--- config.mk ---
export PLATFORM = sky130hd
export DESIGN_NAME = spi_fifo_port
export DESIGN_NICKNAME = d
export VERILOG_FILES = /design/src/rtl/spi_port_pkg.sv /design/src/rtl/spi_word_fifo.sv /design/src/rtl/spi_shift_engine.sv /design/src/rtl/spi_fifo_port.sv
export SDC_FILE = /design/constraint.sdc
export NUM_CORES = 1
export LEC_CHECK = 0
export BUFFER_PORTS_ARGS = -buffer_cell sky130_fd_sc_hd__buf_2
export CAP_MARGIN = 10
export CORE_ASPECT_RATIO = 1.2
export CORE_MARGIN = 2
export CORE_UTILIZATION = 40
export CTS_BUF_LIST = sky130_fd_sc_hd__clkbuf_4 sky130_fd_sc_hd__clkbuf_8 sky130_fd_sc_hd__clkbuf_16
export DETAILED_ROUTE_END_ITERATION = 10
export PLACE_DENSITY_LB_ADDON = 0.08
export SYNTH_ARGS = -nofsm -noshare
export SYNTH_HDL_FRONTEND = slang
export SYNTH_SLANG_ARGS = --single-unit
--- constraint.sdc ---
create_clock -name clk -period 7.8 [get_ports clk]
set_clock_uncertainty 0.1 [all_clocks]
set_input_delay 0.39 -clock clk [delete_from_list [all_inputs] [get_ports clk]]
set_output_delay 0.39 -clock clk [all_outputs]
set_load 0.01 [all_outputs]
--- src/rtl/spi_port_pkg.sv ---
`timescale 1ns/1ps
package spi_port_pkg;

    localparam logic [11:0] OFF_FRAME  = 12'h000;
    localparam logic [11:0] OFF_PORT   = 12'h004;
    localparam logic [11:0] OFF_DATA   = 12'h008;
    localparam logic [11:0] OFF_STATUS = 12'h00C;
    localparam logic [11:0] OFF_PRESC  = 12'h010;
    localparam logic [11:0] OFF_IMASK  = 12'h014;
    localparam logic [11:0] OFF_IRAW   = 12'h018;
    localparam logic [11:0] OFF_IMSK   = 12'h01C;
    localparam logic [11:0] OFF_DMA    = 12'h020;
    localparam logic [11:0] OFF_ID_LO  = 12'hFE0;
    localparam logic [11:0] OFF_ID_HI  = 12'hFFC;

    localparam int PC_LOOP   = 0;
    localparam int PC_ENABLE = 1;

    localparam int ST_TX_EMPTY = 0;
    localparam int ST_TX_ROOM  = 1;
    localparam int ST_RX_AVAIL = 2;
    localparam int ST_RX_FULL  = 3;
    localparam int ST_BUSY     = 4;

    localparam int IRQ_RX_LVL = 2;
    localparam int IRQ_TX_LVL = 3;

    typedef enum logic [1:0] {
        ENG_IDLE,
        ENG_SHIFT_LO,
        ENG_SHIFT_HI,
        ENG_DELIVER
    } eng_state_t;

    function automatic logic [7:0] ident_byte(input logic [2:0] idx);
        logic [7:0] b;
        case (idx)
            3'd0: b = 8'h22;
            3'd1: b = 8'h10;
            3'd2: b = 8'h04;
            3'd3: b = 8'h00;
            3'd4: b = 8'h0D;
            3'd5: b = 8'hF0;
            3'd6: b = 8'h05;
            default: b = 8'hB1;
        endcase
        return b;
    endfunction

endpackage

--- src/rtl/spi_word_fifo.sv ---
`timescale 1ns/1ps
module spi_word_fifo #(
    parameter int WIDTH = 16,
    parameter int DEPTH = 8,
    localparam int PW = (DEPTH > 1) ? $clog2(DEPTH) : 1,
    localparam int CW = $clog2(DEPTH + 1)
) (
    input  logic             clk,
    input  logic             rst_n,
    input  logic             push,
    input  logic [WIDTH-1:0] push_data,
    input  logic             pop,
    output logic [WIDTH-1:0] head,
    output logic [CW-1:0]    count
);

    logic [WIDTH-1:0] store [DEPTH];
    logic [PW-1:0]    wr_ptr;
    logic [PW-1:0]    rd_ptr;
    logic [PW-1:0]    wr_next;
    logic [PW-1:0]    rd_next;
    logic             do_push;
    logic             do_pop;

    assign do_push = push && (count != CW'(DEPTH));
    assign do_pop  = pop && (count != '0);

    generate
        if ((1 << PW) == DEPTH) begin : g_pow2_wrap
            assign wr_next = wr_ptr + 1'b1;
            assign rd_next = rd_ptr + 1'b1;
        end else begin : g_cmp_wrap
            assign wr_next = (wr_ptr == PW'(DEPTH - 1)) ? '0 : wr_ptr + 1'b1;
            assign rd_next = (rd_ptr == PW'(DEPTH - 1)) ? '0 : rd_ptr + 1'b1;
        end
    endgenerate

    always_ff @(posedge clk) begin
        if (do_push) begin
            store[wr_ptr] <= push_data;
        end
    end

    always_ff @(posedge clk or negedge rst_n) begin
        if (!rst_n) begin
            wr_ptr <= '0;
            rd_ptr <= '0;
            count  <= '0;
        end else begin
            if (do_push) begin
                wr_ptr <= wr_next;
            end
            if (do_pop) begin
                rd_ptr <= rd_next;
            end
            case ({do_push, do_pop})
                2'b10:   count <= count + 1'b1;
                2'b01:   count <= count - 1'b1;
                default: count <= count;
            endcase
        end
    end

    assign head = store[rd_ptr];

endmodule

--- src/rtl/spi_shift_engine.sv ---
`timescale 1ns/1ps
module spi_shift_engine
    import spi_port_pkg::*;
#(
    parameter int DW = 16,
    parameter int HW = 9,
    localparam int IW = $clog2(DW)
) (
    input  logic          clk,
    input  logic          rst_n,
    input  logic          enable,
    input  logic          loopback,
    input  logic [IW-1:0] frame_m1,
    input  logic [HW-1:0] half_len,
    input  logic [DW-1:0] tx_word,
    input  logic          tx_avail,
    input  logic          rx_room,
    input  logic          miso,
    output logic          tx_pop,
    output logic          rx_push,
    output logic [DW-1:0] rx_word,
    output logic          sclk,
    output logic          mosi,
    output logic          cs_n
);

    eng_state_t    state;
    eng_state_t    nxt_state;
    logic [HW-1:0] phase_cnt;
    logic [IW-1:0] bits_left;
    logic [IW-1:0] msb_idx;
    logic [DW-1:0] tx_sh;
    logic [DW-1:0] rx_sh;
    logic          loop_frame;
    logic          start;
    logic          half_done;
    logic          in_frame;

    assign start     = enable && tx_avail && rx_room;
    assign half_done = (phase_cnt == half_len - 1'b1);

    // next-state decision
    always_comb begin
        nxt_state = state;
        unique case (state)
            ENG_IDLE: begin
                if (start) begin
                    nxt_state = loopback ? ENG_DELIVER : ENG_SHIFT_LO;
                end
            end
            ENG_SHIFT_LO: begin
                if (half_done) begin
                    nxt_state = ENG_SHIFT_HI;
                end
            end
            ENG_SHIFT_HI: begin
                if (half_done) begin
                    nxt_state = (bits_left == '0) ? ENG_DELIVER : ENG_SHIFT_LO;
                end
            end
            ENG_DELIVER: begin
                nxt_state = ENG_IDLE;
            end
        endcase
    end

    // state register and datapath
    always_ff @(posedge clk or negedge rst_n) begin
        if (!rst_n) begin
            state      <= ENG_IDLE;
            phase_cnt  <= '0;
            bits_left  <= '0;
            msb_idx    <= '0;
            tx_sh      <= '0;
            rx_sh      <= '0;
            loop_frame <= 1'b0;
        end else begin
            state <= nxt_state;
            if (state != nxt_state) begin
                phase_cnt <= '0;
            end else if (state == ENG_SHIFT_LO || state == ENG_SHIFT_HI) begin
                phase_cnt <= phase_cnt + 1'b1;
            end
            unique case (state)
                ENG_IDLE: begin
                    if (start) begin
                        tx_sh      <= tx_word;
                        rx_sh      <= '0;
                        bits_left  <= frame_m1;
                        msb_idx    <= frame_m1;
                        loop_frame <= loopback;
                    end
                end
                ENG_SHIFT_LO: begin
                    if (half_done) begin
                        rx_sh <= {rx_sh[DW-2:0], miso};
                    end
                end
                ENG_SHIFT_HI: begin
                    if (half_done && bits_left != '0) begin
                        tx_sh     <= {tx_sh[DW-2:0], 1'b0};
                        bits_left <= bits_left - 1'b1;
                    end
                end
                ENG_DELIVER: begin
                    loop_frame <= 1'b0;
                end
            endcase
        end
    end

    // outputs
    always_comb begin
        in_frame = (state == ENG_SHIFT_LO) || (state == ENG_SHIFT_HI);
        tx_pop   = (state == ENG_IDLE) && start;
        rx_push  = (state == ENG_DELIVER);
        rx_word  = loop_frame ? tx_sh : rx_sh;
        sclk     = (state == ENG_SHIFT_HI);
        cs_n     = !in_frame;
        mosi     = in_frame ? tx_sh[msb_idx] : 1'b0;
    end

endmodule

--- src/rtl/spi_fifo_port.sv ---
`timescale 1ns/1ps
module spi_fifo_port
    import spi_port_pkg::*;
#(
    parameter int DW    = 16,
    parameter int DEPTH = 8,
    parameter int AW    = 12,
    parameter int PSW   = 8,
    localparam int CW   = $clog2(DEPTH + 1),
    localparam int IW   = $clog2(DW),
    localparam int HW   = PSW + 1,
    localparam int MARK = DEPTH / 2
) (
    input  logic          clk,
    input  logic          rst_n,
    input  logic          bus_valid,
    input  logic          bus_write,
    input  logic [AW-1:0] bus_addr,
    input  logic [DW-1:0] bus_wdata,
    output logic [DW-1:0] bus_rdata,
    output logic          irq,
    output logic          sclk,
    output logic          mosi,
    input  logic          miso,
    output logic          cs_n
);

    logic [DW-1:0]  frame_reg;
    logic [3:0]     port_reg;
    logic [PSW-1:0] presc_reg;
    logic [3:0]     imask_reg;
    logic [DW-1:0]  rd_mux;

    logic           acc_wr;
    logic           acc_rd;
    logic           wr_data;
    logic           rd_data;

    logic [DW:0]    mask_wide;
    logic [DW-1:0]  width_mask;
    logic [HW-1:0]  half_len;

    logic [CW-1:0]  tx_count;
    logic [CW-1:0]  rx_count;
    logic [DW-1:0]  tx_head;
    logic [DW-1:0]  rx_head;
    logic           tx_push;
    logic           rx_pop;
    logic           eng_tx_pop;
    logic           eng_rx_push;
    logic [DW-1:0]  eng_rx_word;

    logic [4:0]     status;
    logic [3:0]     raw_irq;
    logic [3:0]     msk_irq;

    assign acc_wr  = bus_valid && bus_write;
    assign acc_rd  = bus_valid && !bus_write;
    assign wr_data = acc_wr && (bus_addr == AW'(OFF_DATA));
    assign rd_data = acc_rd && (bus_addr == AW'(OFF_DATA));

    assign mask_wide  = ((DW+1)'(1) << ({1'b0, frame_reg[IW-1:0]} + (IW+1)'(1))) - (DW+1)'(1);
    assign width_mask = mask_wide[DW-1:0];
    assign half_len   = ((presc_reg == '0) ? HW'(1) : HW'(presc_reg)) + HW'(1);

    assign tx_push = wr_data && (tx_count != CW'(DEPTH));
    assign rx_pop  = rd_data && (rx_count != '0);

    spi_word_fifo #(.WIDTH(DW), .DEPTH(DEPTH)) u_tx_fifo (
        .clk       (clk),
        .rst_n     (rst_n),
        .push      (tx_push),
        .push_data (bus_wdata & width_mask),
        .pop       (eng_tx_pop),
        .head      (tx_head),
        .count     (tx_count)
    );

    spi_word_fifo #(.WIDTH(DW), .DEPTH(DEPTH)) u_rx_fifo (
        .clk       (clk),
        .rst_n     (rst_n),
        .push      (eng_rx_push),
        .push_data (eng_rx_word & width_mask),
        .pop       (rx_pop),
        .head      (rx_head),
        .count     (rx_count)
    );

    spi_shift_engine #(.DW(DW), .HW(HW)) u_engine (
        .clk      (clk),
        .rst_n    (rst_n),
        .enable   (port_reg[PC_ENABLE]),
        .loopback (port_reg[PC_LOOP]),
        .frame_m1 (frame_reg[IW-1:0]),
        .half_len (half_len),
        .tx_word  (tx_head),
        .tx_avail (tx_count != '0),
        .rx_room  (rx_count != CW'(DEPTH)),
        .miso     (miso),
        .tx_pop   (eng_tx_pop),
        .rx_push  (eng_rx_push),
        .rx_word  (eng_rx_word),
        .sclk     (sclk),
        .mosi     (mosi),
        .cs_n     (cs_n)
    );

    always_comb begin
        status              = '0;
        status[ST_TX_EMPTY] = (tx_count == '0);
        status[ST_TX_ROOM]  = (tx_count != CW'(DEPTH));
        status[ST_RX_AVAIL] = (rx_count != '0);
        status[ST_RX_FULL]  = (rx_count == CW'(DEPTH));
        status[ST_BUSY]     = (tx_count != '0);
        raw_irq             = '0;
        raw_irq[IRQ_RX_LVL] = (rx_count >= CW'(MARK));
        raw_irq[IRQ_TX_LVL] = (tx_count <= CW'(MARK));
        msk_irq             = raw_irq & imask_reg;
    end

    assign irq = |msk_irq;

    always_ff @(posedge clk or negedge rst_n) begin
        if (!rst_n) begin
            frame_reg <= '0;
            port_reg  <= '0;
            presc_reg <= '0;
            imask_reg <= '0;
        end else if (acc_wr) begin
            case (bus_addr)
                AW'(OFF_FRAME): frame_reg <= bus_wdata;
                AW'(OFF_PORT):  port_reg  <= bus_wdata[3:0];
                AW'(OFF_PRESC): presc_reg <= bus_wdata[PSW-1:0];
                AW'(OFF_IMASK): imask_reg <= bus_wdata[3:0];
                default: ;
            endcase
        end
    end

    always_comb begin
        rd_mux = '0;
        if (bus_addr >= AW'(OFF_ID_LO) && bus_addr <= AW'(OFF_ID_HI) + AW'(3)) begin
            rd_mux = DW'(ident_byte(bus_addr[4:2]));
        end else begin
            case (bus_addr)
                AW'(OFF_FRAME):  rd_mux = frame_reg;
                AW'(OFF_PORT):   rd_mux = DW'(port_reg);
                AW'(OFF_DATA):   rd_mux = (rx_count != '0) ? rx_head : '0;
                AW'(OFF_STATUS): rd_mux = DW'(status);
                AW'(OFF_PRESC):  rd_mux = DW'(presc_reg);
                AW'(OFF_IMASK):  rd_mux = DW'(imask_reg);
                AW'(OFF_IRAW):   rd_mux = DW'(raw_irq);
                AW'(OFF_IMSK):   rd_mux = DW'(msk_irq);
                default:         rd_mux = '0;
            endcase
        end
    end

    always_ff @(posedge clk or negedge rst_n) begin
        if (!rst_n) begin
            bus_rdata <= '0;
        end else if (acc_rd) begin
            bus_rdata <= rd_mux;
        end
    end

endmodule

==> metrics.md, run 1 <==
| Metric | Value |
|---|---|
| Run status | complete, no violations |
| Commonest non-fill, non-tap cell in the layout | edfxtp_1 |
| Wire per inst | 23.4 um |
| Vias/cell | 5.49 |
| Share of cells above drive strength 1 | 27.0% |
| Starting Density | 40.6% |
| Clock buffer depth | 3 |
| GRT overflow | 0 |
| Peak VDD IR | 0.223 mV |
| Clock Latency Late Sink | 0.55 ns |
| Setup violators final | 0 |
| RePlAce Congestion | 0.800 |
| First-pass GRT wire length | 60.8 mm |
| R2r worst-path depth | 8 |
| TritonCTS clock tree | built |
| Total Nets Final | 1,192 |
| Vias in the first global route | 9,583 |
| Largest net degree at the start of global routing | 63 |
| CTS sink cnt | 376 |
| Core Region | 0.0408 mm2 |
| DIE WIDTH | 190 um |
| Mapped Nets | 1,122 |
| WHS | 0.0164 ns |
| Fin crit share | 45.1% |
| CP Capture Type | flop |
| Final Hold Fails | 0 |
| Syn Area/Cell | 15.5 um2 |
| Rows | 81 |
| Worst slew pin tran | 1.17 ns |
| Commonest register cell after synthesis | edfxtp_1 |
| # H-tree levels | 2 |
| # resized after CTS | 0 |
| Worst-path clk slew | 0.06 ns |
| Yosys cell types | 78 |
| Startpoint Class | flop |
| Critical path peak fanout | 18 |
| Commonest non-fill, non-tap cells in the layout | edfxtp_1, dfrtp_1, nand2_1, mux4_2, nor2_1 |
| Pre-antenna DRT Iters | 4 |
| Total wire length | 40.0 mm |
| Vias | 9,381 |
| DP HPWL | 26.4 mm |
| Num CTS Buffers | 40 |
| DR iter-0 viols | 568 |
| Worst EP required | 7.90 ns |
| Slew Limit Fails | 0 |
| Leakage | 7.03 nW |
| Die Height | 227 um |
| Number of synthesized register bits | 376 |
| Warnings, synthesis | 0 |
| Post-synth EDFFs | 256 |
| Top Ports | 53 |
| Number of inserted diodes | 0 |
| Initial antenna violation count | 0 |
| Fin crit period | 3.52 ns |
| IO buf count | 52 |
| Die area | 0.0431 mm2 |
| Post-synthesis sequential area ratio | 64.5% |
| GRT Total Usage | 19.0% |
| Post-Syn Instances | 1,070 |
| Setup CP Type | reg2reg |
| Crit path arrival time | 3.62 ns |
| Hold Path Stages | 2 |
| Synth async-reset ratio | 31.9% |
| CTS root buf | clkbuf_16 |
| Area delta synth->final | 14.1% |
| Max Fclk | 284 MHz |
| Final setup TNS | 0 ns |
| Max-capacitance violation count | 0 |
| Netlist area before placement | 0.0166 mm2 |
| Unrepaired setup endpoints after global routing | no |
| PD cells | 299 mW/mm2 |
| DRC | 0 |
| Slew HR | 21.3% |
| HP Class | in2reg |
| ANT nets after route | 0 |
| Largest regs | u_rx_fifo.store x128, u_tx_fifo.store x128 |
stage by stage:
stage | power [W] | setup slack (ns) | cells | cell area [um2] | util (%)
after floorplan | 0.00343 | 4.53 | 1070 | 16600 | -
after global placement | 0.00377 | 4.20 | 1632 | 17500 | 42.9
after detailed placement | 0.00378 | 4.13 | 1632 | 17500 | 42.9
after CTS | 0.00573 | 4.26 | 1709 | 18900 | 46.3
after global routing | 0.00593 | 3.93 | 1710 | 18900 | 46.3
final | 0.00566 | 4.28 | 1710 | 18900 | 46.3
routing by layer:
layer	part of all wire [%]	track usage [%]	up-vias	routed length [um]
met1	45	25.2	4868	17900
met4	2.6	5.85	0	1020
met5	0	0	-	0
met2	50	32.9	130	20100
li1	-	-	4326	-
met3	2.5	2.37	57	1020
cells by family after synthesis:
kind of cell	Yosys count	share of synthesized area [%]
flops	376	64.5
fa+ha+maj	19	1.52
other cells	1	0.0226
buf+inv	85	2.30
simple gates	247	7.64
compound gates	147	6.98
xor+xnor	33	1.74
mux	162	15.3
timing repair:
action / 4_1_cts / 5_1_grt
buffers inserted: 0 / 0
hold buffers: 4 / 0
hold endpoints to repair: 61 / 0
report_power, final:
part           internal [W]  total, W  switching [W]
Combinational      0.000549   0.00126       0.000716
Clock               0.00114   0.00194       0.000799
Sequential          0.00228   0.00245       0.000171
cell type report:
cell class                 count  area (um2)
clock buffer                  54        1140
clock inverter                19         201
fill                        3564       21900
inverter                      26        97.6
multi-input combinational    609        5570
sequential                   376       10700
tap                          539         674
timing repair buffer          87         539
path summary, 6_finish.rpt:
kind / end / slack, ns / from
max reg2reg: u_tx_fifo.store[3][6] / 4.28 / frame_reg[2]
max in group asynchronous: u_rx_fifo.rd_ptr[0] / 6.01 / rst_n
min in group asynchronous: u_engine.phase_cnt[1] / 0.28 / rst_n
max: u_tx_fifo.store[3][6] / 4.28 / frame_reg[2]
min: frame_reg[9] / 0.02 / bus_wdata[9]
min reg2reg: u_rx_fifo.rd_ptr[2] / 0.37 / u_rx_fifo.rd_ptr[2]
critical path, stage by stage (launching register included):
cell	delay (ns)
dfrtp_1	0.63
or3_1	0.52
nor2_1	0.18
inv_1	0.07
ha_1	0.28
nand2b_1	0.22
o31ai_1	0.22
nand2_1	0.09
a21boi_0	0.86
synth_stat cells (4+ instances only):
| library cell | count | area share [%] |
|---|---|---|
| a21oi_1 | 31 | 0.94 |
| a221o_1 | 23 | 1.4 |
| o22ai_1 | 5 | 0.19 |
| nor2_2 | 8 | 0.30 |
| and2_1 | 4 | 0.15 |
| nor2_1 | 55 | 1.2 |
| inv_1 | 24 | 0.54 |
| buf_6 | 5 | 0.34 |
| dfrtp_1 | 120 | 18 |
| o22a_1 | 4 | 0.21 |
| mux2i_1 | 51 | 3.1 |
| mux4_2 | 69 | 9.4 |
| o21ai_0 | 17 | 0.51 |
| buf_1 | 9 | 0.20 |
| a21o_1 | 4 | 0.18 |
| xnor2_1 | 13 | 0.69 |
| or3_1 | 5 | 0.19 |
| edfxtp_1 | 256 | 46 |
| o221ai_1 | 4 | 0.21 |
| o221a_2 | 7 | 0.48 |
| nor3_1 | 21 | 0.63 |
| nand3_1 | 10 | 0.30 |
| a31oi_1 | 7 | 0.26 |
| nor3b_1 | 4 | 0.18 |
| mux2_2 | 42 | 2.9 |
| xor2_1 | 20 | 1.1 |
| clkbuf_1 | 33 | 0.75 |
| buf_2 | 11 | 0.33 |
| ha_1 | 17 | 1.3 |
| nor4b_1 | 6 | 0.32 |
| nand4_1 | 5 | 0.19 |
| and3_1 | 10 | 0.38 |
| nor2b_1 | 10 | 0.38 |
| o31ai_1 | 4 | 0.18 |
| nor4_1 | 11 | 0.42 |
| nand2b_1 | 9 | 0.34 |
| o221a_1 | 9 | 0.61 |
| nand2_1 | 72 | 1.6 |
No activity file was read; power rests on OpenSTA's default activity.
==> run 2, diff against run 1 <==
Clock period 7.8 ns to 2.9 ns, I/O delays scaled along.
==> run 2 against run 1 <==
  * Power grew to 2.8 times the previous value
  * Via count grew 3.7%
  * Final area grew 3.9%
  * Sequential power grew to 2.7 times the previous value
==> metrics.md, run 2 (same netlist as run 1, synthesis figures left out) <==
| Metric | Value |
|---|---|
| Peak VDD IR | 0.528 mV (+140%) |
| TritonCTS clock tree | built |
| Most Crowded Layer GR | met2 |
| Grt met3 use | 2.31% (-0.062 points) |
| First-pass GRT wire length | 63.3 mm (+4.2%) |
| Starting Density | 40.6% (unchanged) |
| Area delta synth->final | 18.6% |
| DIE WIDTH | 190 um (unchanged) |
| Layout Utilization | 48.1% (+1.8 points) |
| Number of inserted diodes | 0 (unchanged) |
| Pre-antenna DRT Iters | 5 (+1) |
| Final Hold Fails | 0 (unchanged) |
| Top Ports | 53 (unchanged) |
| Vias/cell | 5.48 (-0.19%) |
| # H-tree levels | 2 (unchanged) |
| Worst slew pin tran | 1.18 ns (+0.00765 ns) |
| Unrepaired setup endpoints after global routing | no |
| Max Fclk | 359 MHz (+26%) |
| HP Class | in2async |
| DR iter-0 viols | 570 (+0.35%) |
| Clock buffer depth | 3 (unchanged) |
| Run status | complete, no violations |
| DP HPWL | 27.9 mm (+5.6%) |
| CP Capture Type | flop |
| Die area | 0.0431 mm2 (unchanged) |
| Critical path peak fanout | 6 (-12) |
| Total power | 0.0159 W (+180%) |
| Fin crit share | 96.0% (+51 points) |
| Vias in the first global route | 10,100 (+5.5%) |
| Fill cell count | 3,504 (-1.7%) |
| Total Nets Final | 1,258 (+5.5%) |
| NetSw | 0.00462 W (+170%) |
| Fin crit period | 2.78 ns (-0.735 ns) |
| Slew Limit Fails | 0 (unchanged) |
| Commonest non-fill, non-tap cell in the layout | edfxtp_1 |
| Initial antenna violation count | 0 (unchanged) |
| Slew HR | 21.2% (-0.079 points) |
| Worst-path clk slew | 0.06 ns (about the same) |
| Vias | 9,730 (+3.7%) |
| Startpoint Class | flop |
| Crit path arrival time | 3.12 ns (-0.50 ns) |
| CTS sink cnt | 376 (unchanged) |
| Final setup TNS | 0 ns (unchanged) |
| Setup violators final | 0 (unchanged) |
| Rows | 81 (unchanged) |
| IO buf count | 52 (unchanged) |
| Setup repair bufs after CTS | 0 (unchanged) |
| Combinational share of power | 23.0% (+0.6 points) |
| RePlAce Congestion | 0.839 (+4.8%) |
| DRC | 0 (unchanged) |
| WHS | 0.0196 ns (+0.00322 ns) |
| Worst EP required | 3.23 ns (-4.67 ns) |
| Grt met2 use | 34.3% (+1.4 points) |
| Total wire length | 41.0 mm (+2.3%) |
| Setup CP Type | reg2reg |
| CTS root buf | clkbuf_16 |
| Sw frac | 29.0% (-0.78 points) |
| Clock Latency Late Sink | 0.56 ns (about the same) |
| Max-capacitance violation count | 0 (unchanged) |
| Num CTS Buffers | 41 (+2.5%) |
| PD cells | 810 mW/mm2 (+170%) |
| Cell-internal power | 0.0113 W (+180%) |
| Leakage | 7.46 nW (+6.0%) |
| Share of cells above drive strength 1 | 29.6% (+2.7 points) |
| Clock power share | 35.3% (+1.0 points) |
| Sequential share of power | 41.7% (-1.7 points) |
| GR Util met1 | 25.7% (+0.45 points) |
| Largest net degree at the start of global routing | 56 (-11%) |
| GRT Total Usage | 19.6% (+0.59 points) |
| Die Height | 227 um (unchanged) |
| Core Region | 0.0408 mm2 (unchanged) |
| ANT nets after route | 0 (unchanged) |
| Wire per inst | 23.1 um (-1.6%) |
| GRT overflow | 0 (unchanged) |
| Largest regs | u_rx_fifo.store x128, u_tx_fifo.store x128 |
| Commonest non-fill, non-tap cells in the layout | edfxtp_1, dfrtp_1, buf_4, nand2_1, mux4_2 |
==> run 2: critical path, cell delays in order (launching register included) <==
cell,delay [ns]
dfrtp_1,0.44
nor4b_1,0.19
or3_1,0.37
nor3_4,0.25
inv_1,0.07
ha_1,0.25
ha_1,0.30
a21o_1,0.18
a21oi_1,0.17
xnor2_1,0.13
nor2_1,0.06
xor2_1,0.15
==> run 2: power groups by stage <==
stage	sequential, W	combinational [W]	clock [W]
3_3_place_gp	0.00674	0.00367	0
5_1_grt	0.00670	0.00407	0.00596
3_5_place_dp	0.00675	0.00366	0
4_1_cts	0.00664	0.00370	0.00576
6_report	0.00664	0.00366	0.00561
2_1_floorplan	0.00651	0.00274	0
==> run 2: timing repair <==
item / CTS / global route
endpoints found under the hold margin: 162 / 0
resized for setup: 1 / 5
hold buffers: 20 / 0
setup endpoints to repair: 1 / 19
==> run 2: path summary, 6_finish.rpt <==
kind,from,endpoint,slack (ns),cells after the start
setup / recovery,u_tx_fifo.count[3],u_tx_fifo.count[3],0.12,11
hold / removal,rst_n,u_tx_fifo.count[0],0.02,2
setup reg to reg,u_tx_fifo.count[3],u_tx_fifo.count[3],0.12,11
hold reg to reg,frame_reg[13],bus_rdata[13],0.41,1
max in group asynchronous,rst_n,bus_rdata[11],1.98,3
min in group clk,bus_addr[3],bus_rdata[7],0.08,5
==> run 2: per-stage QoR <==
| step | cell area (um2) | setup WS [ns] | instances |
|---|---|---|---|
| floorplan | 16600 | 0.0615 | 1070 |
| global placement | 18000 | -0.103 | 1682 |
| detailed placement | 18000 | -0.0664 | 1682 |
| CTS | 19600 | 0.0249 | 1777 |
| global route | 19700 | 0.0130 | 1777 |
| finish | 19700 | 0.115 | 1777 |
==> run 2: cell type report <==
class                      count  area [um2]  area share (%)
sequential                   376       10700            54.4
multi-input combinational    609        5630            28.6
clock buffer                  61        1270            6.47
timing repair buffer         152        1090            5.55
tap                          539         674            3.43
clock inverter                14         204            1.04
inverter                      26        97.6           0.496
==> run 2: metal layers <==
metal  wire length (um)  vias up
met2              20900      154
met1              18000     5077
met5                  0        -
met4                943        0
li1                   -     4448
met3               1070       51
==> run 3, diff against run 2 <==
Settings changed: ABC_AREA from default to 1, SYNTH_HIERARCHICAL from default to 1.
==> run 3 against run 2 <==
  * The flow now finishes with violations (setup timing)
  * Non-clock buffer count is 6 higher
  * Area after synthesis grew 13%
  * Setup slack lost 0.13 ns
  * Largest cell class unchanged
  * First-iteration DRC count is 44% higher
  * Fmax decreased by 4.3%
  * Power fell by 30%
==> metrics.md, run 3 <==
| Metric | Value |
|---|---|
| Run status | finished with violations |
| Failing checks | setup timing |
| DR iter-0 viols | 823 (+44%) |
| Complex-gate fraction of the synthesized area | 4.92% (-2.1 points) |
| CP Capture Type | flop |
| Largest family of logic cells by synthesized area | simple AND/OR/NAND/NOR gates |
| Area of the multi-input gates | 0.00663 mm2 (+18%) |
| Storage cell area | 0.0107 mm2 (about the same) |
| Top cells by area, synth | edfxtp_1, dfrtp_1, nand2_1 |
| Crit. path cell count | 22 (+11) |
| Vias/cell | 4.68 (-15%) |
| First-pass GRT wire length | 75.3 mm (+19%) |
| Unrepaired setup endpoints after global routing | yes |
| DRC | 0 (unchanged) |
| Clock Latency Late Sink | 0.56 ns (about the same) |
| Rows | 87 (+7.4%) |
| Num CTS Buffers | 43 (+4.9%) |
| Startpoint Class | flop |
| GRT overflow | 0 (unchanged) |
| # H-tree levels | 2 (unchanged) |
| CP max stage delay | 0.40 ns (-0.04 ns) |
| Post-synth top cells | nand2_1, nor2_1, inv_1 |
| R2R Path End | u_engine/phase_cnt[2] |
| Area delta synth->final | 16.5% |
| Number of synthesized register bits | 376 (unchanged) |
| Worst slew pin tran | 0.872 ns (-0.308 ns) |
| Layout Utilization | 46.9% (-1.3 points) |
| Top cell type's share of synthesized area | 40.9% (-5.5 points) |
| Peak VDD IR | 0.459 mV (-13%) |
| Critical path peak fanout | 5 (-1) |
| Vias in the first global route | 13,400 (+33%) |
| Pre-antenna DRT Iters | 5 (unchanged) |
| Commonest non-fill, non-tap cell in the layout | nand2_1 |
| HP Class | in2async |
| Commonest non-fill, non-tap cells in the layout | nand2_1, nor2_1, inv_1, edfxtp_1, dfrtp_1 |
| ANT nets after route | 0 (unchanged) |
| Leakage | 9.73 nW (+31%) |
| RePlAce Congestion | 0.863 (+3.0%) |
| Total wire length | 48.2 mm (+18%) |
| Final setup TNS | -0.0516 ns (-0.0516 ns) |
| Slowest stage cell, crit path | dfrtp_1 |
| Fill cell count | 4,536 (+29%) |
| Worst setup endpoint | u_engine/phase_cnt[2] |
| Final Hold Fails | 0 (unchanged) |
| Post-Syn Instances | 2,237 (+110%) |
| Crit-path cells | nor4_4 -> nand3_1 -> nand2_1 -> o21ai_1 -> inv_1 -> inv_2 -> ha_4 -> inv_2 -> nand2_1 -> nand2_1 -> nor2_1 -> nand3_1 -> nor2_2 -> nand3_2 -> nor2_4 -> nor2_1 -> nor2_1 -> nand2_1 -> nand2_2 -> nand2_4 -> nand3_4 -> nor2_1 |
| Worst setup path startpoint | presc_reg[4] |
| Core Region | 0.0467 mm2 (+14%) |
| TritonCTS clock tree | built |
| Largest net degree at the start of global routing | 131 (+130%) |
| Simple-gate share of the synthesized area | 27.1% (+19 points) |
| DP HPWL | 32.3 mm (+16%) |
| Post-synth EDFFs | 256 (unchanged) |
| Fin crit period | 2.91 ns (+0.125 ns) |
| Fin crit share | 100% (+4.3 points) |
| Clock buffer depth | 3 (unchanged) |
| Yosys cell types | 42 (-46%) |
| Synth Area in Adders | 1.41% (-0.11 points) |
| DIE WIDTH | 202 um (+6.3%) |
| Slew Limit Fails | 0 (unchanged) |
| Warnings, synthesis | 6 (+6) |
| R2R Path Start | presc_reg[4] |
| Setup violators final | 8 (+8) |
| Wire per inst | 16.0 um (-31%) |
| Netlist area before placement | 0.0188 mm2 (+13%) |
| Max Fclk | 344 MHz (-4.3%) |
| Starting Density | 40.2% (-0.35 points) |
| Worst EP required | 3.24 ns (about the same) |
| Setup slack, reg-to-reg | -0.01 ns (-0.13 ns) |
| IO buf count | 52 (unchanged) |
| CTS sink cnt | 376 (unchanged) |
| Die Height | 241 um (+6.3%) |
| Largest regs | u_rx_fifo/store x128, u_tx_fifo/store x128 |
| Mux contribution to synthesized area | 0% (-15 points) |
| WHS | 0.0292 ns (+0.00957 ns) |
| Top Ports | 53 (unchanged) |
| Initial antenna violation count | 1 (+1) |
| Leading area contributor after synthesis | edfxtp_1 |
| Crit path arrival time | 3.25 ns (+0.13 ns) |
| Count leader, synth | nand2_1 |
| Total Nets Final | 2,413 (+92%) |
| CTS root buf | clkbuf_16 |
| Worst setup margin | -0.0100 ns (-0.125 ns) |
| Post-synthesis sequential area ratio | 56.9% (-7.6 points) |
| PD cells | 513 mW/mm2 (-37%) |
| Max-capacitance violation count | 0 (unchanged) |
| Mapped Nets | 2,290 (+100%) |
| Setup CP Type | reg2reg |
| Worst-path clk slew | 0.06 ns (about the same) |
| Buf/Inv on CP | 3 (+2) |
| Post-Synth XOR/XNOR Area | 1.17% (-0.58 points) |
| R2r worst-path depth | 22 (+11) |
| Commonest register cell after synthesis | edfxtp_1 |
| Die area | 0.0487 mm2 (+13%) |
| Syn Area/Cell | 8.40 um2 (-46%) |
| GRT Total Usage | 20.1% (+0.46 points) |
| Synth async-reset ratio | 31.9% (unchanged) |
| Number of inserted diodes | 0 (unchanged) |
| Share of cells above drive strength 1 | 11.8% (-18 points) |
| Slew HR | 41.4% (+20 points) |
| CP top delay family | simple AND/OR/NAND/NOR gates |
| Vias | 14,100 (+45%) |
## run 3: cell count changes after synthesis, moves of 23 or more
cell,change
nand2_1,+657
nor2_1,+330
inv_1,+278
nand3_1,+79
o21ai_0,+70
mux4_2,-69
mux2i_1,-51
mux2_2,-42
buf_2,+31
a221o_1,-23
## run 3: final cells by class
class | instances | area share [%]
clock inverter | 22 | 0.737
clock buffer | 56 | 5.52
sequential | 376 | 48.9
tap | 623 | 3.56
multi-input combinational | 1475 | 30.3
timing repair buffer | 158 | 5.78
inverter | 306 | 5.25
## run 3: worst min path at each step
stage | start | end | slack (ns) | depth (start not counted)
global placement | rst_n | bus_rdata[6] | -0.02 | 1
floorplan | rst_n | bus_rdata[0] | -0.25 | 0
detailed placement | rst_n | bus_rdata[1] | -0.01 | 1
finish | rst_n | bus_rdata[1] | 0.03 | 3
CTS | bus_valid | bus_rdata[3] | 0.004 | 6
global route | bus_valid | bus_rdata[3] | 0.05 | 6
## run 3: worst reg2reg max path, cell delays in order (launching register included)
cell and delay [ns]:
dfrtp_1 0.40, nor4_4 0.30, nand3_1 0.13, nand2_1 0.07, o21ai_1 0.06, inv_1 0.08
inv_2 0.05, ha_4 0.27, inv_2 0.03, nand2_1 0.04, nand2_1 0.06, nor2_1 0.11
nand3_1 0.08, nor2_2 0.13, nand3_2 0.11, nor2_4 0.15, nor2_1 0.06, nor2_1 0.11
nand2_1 0.12, nand2_2 0.11, nand2_4 0.07, nand3_4 0.10, nor2_1 0.06
## run 3: stage by stage
stage | instances | worst slack [ns] | cell area (um2) | total power (W)
floorplan | 2237 | 0.302 | 18800 | 0.00590
global placement | 2909 | -0.0703 | 20200 | 0.00602
detailed placement | 2909 | -0.0776 | 20200 | 0.00602
CTS | 3015 | 0.000611 | 21800 | 0.0114
global route | 3016 | -0.283 | 21900 | 0.0116
finish | 3016 | -0.0100 | 21900 | 0.0112
## run 3: timing repair
action | CTS | global route
gates cloned | 1 | 0
hold buffers | 27 | 0
gates resized for setup | 9 | 13
buffers inserted | 0 | 1
hold endpoints to repair | 169 | 0
pin swaps | 1 | 7
endpoints found under the setup margin | 44 | 46
## run 3: kinds of logic after synthesis
| family | count (synthesis) |
|---|---|
| AND/OR/NAND/NOR | 1267 |
| buffers and inverters | 387 |
| flip-flops | 376 |
| AO/OA/AOI/OAI | 161 |
| XOR/XNOR | 25 |
| adder cells (fa/ha/maj) | 20 |
| other | 1 |
## run 3: layer usage
layer	track usage, %	part of all wire (%)	vias up
li1	-	-	7238
met5	0	0	-
met1	25.2	44	6607
met2	36.4	51	191
met4	6.28	2.1	0
met3	2.23	2.6	65
## run 3: where the power goes
part	internal (W)	switching [W]	total (W)	leakage, nW
sequential	0.00570	0.00000850	0.00571	4.04
combinational	0.0000877	0.000148	0.000235	5.01
clock	0.00311	0.00217	0.00528	0.683
total	0.00890	0.00232	0.0112	9.73
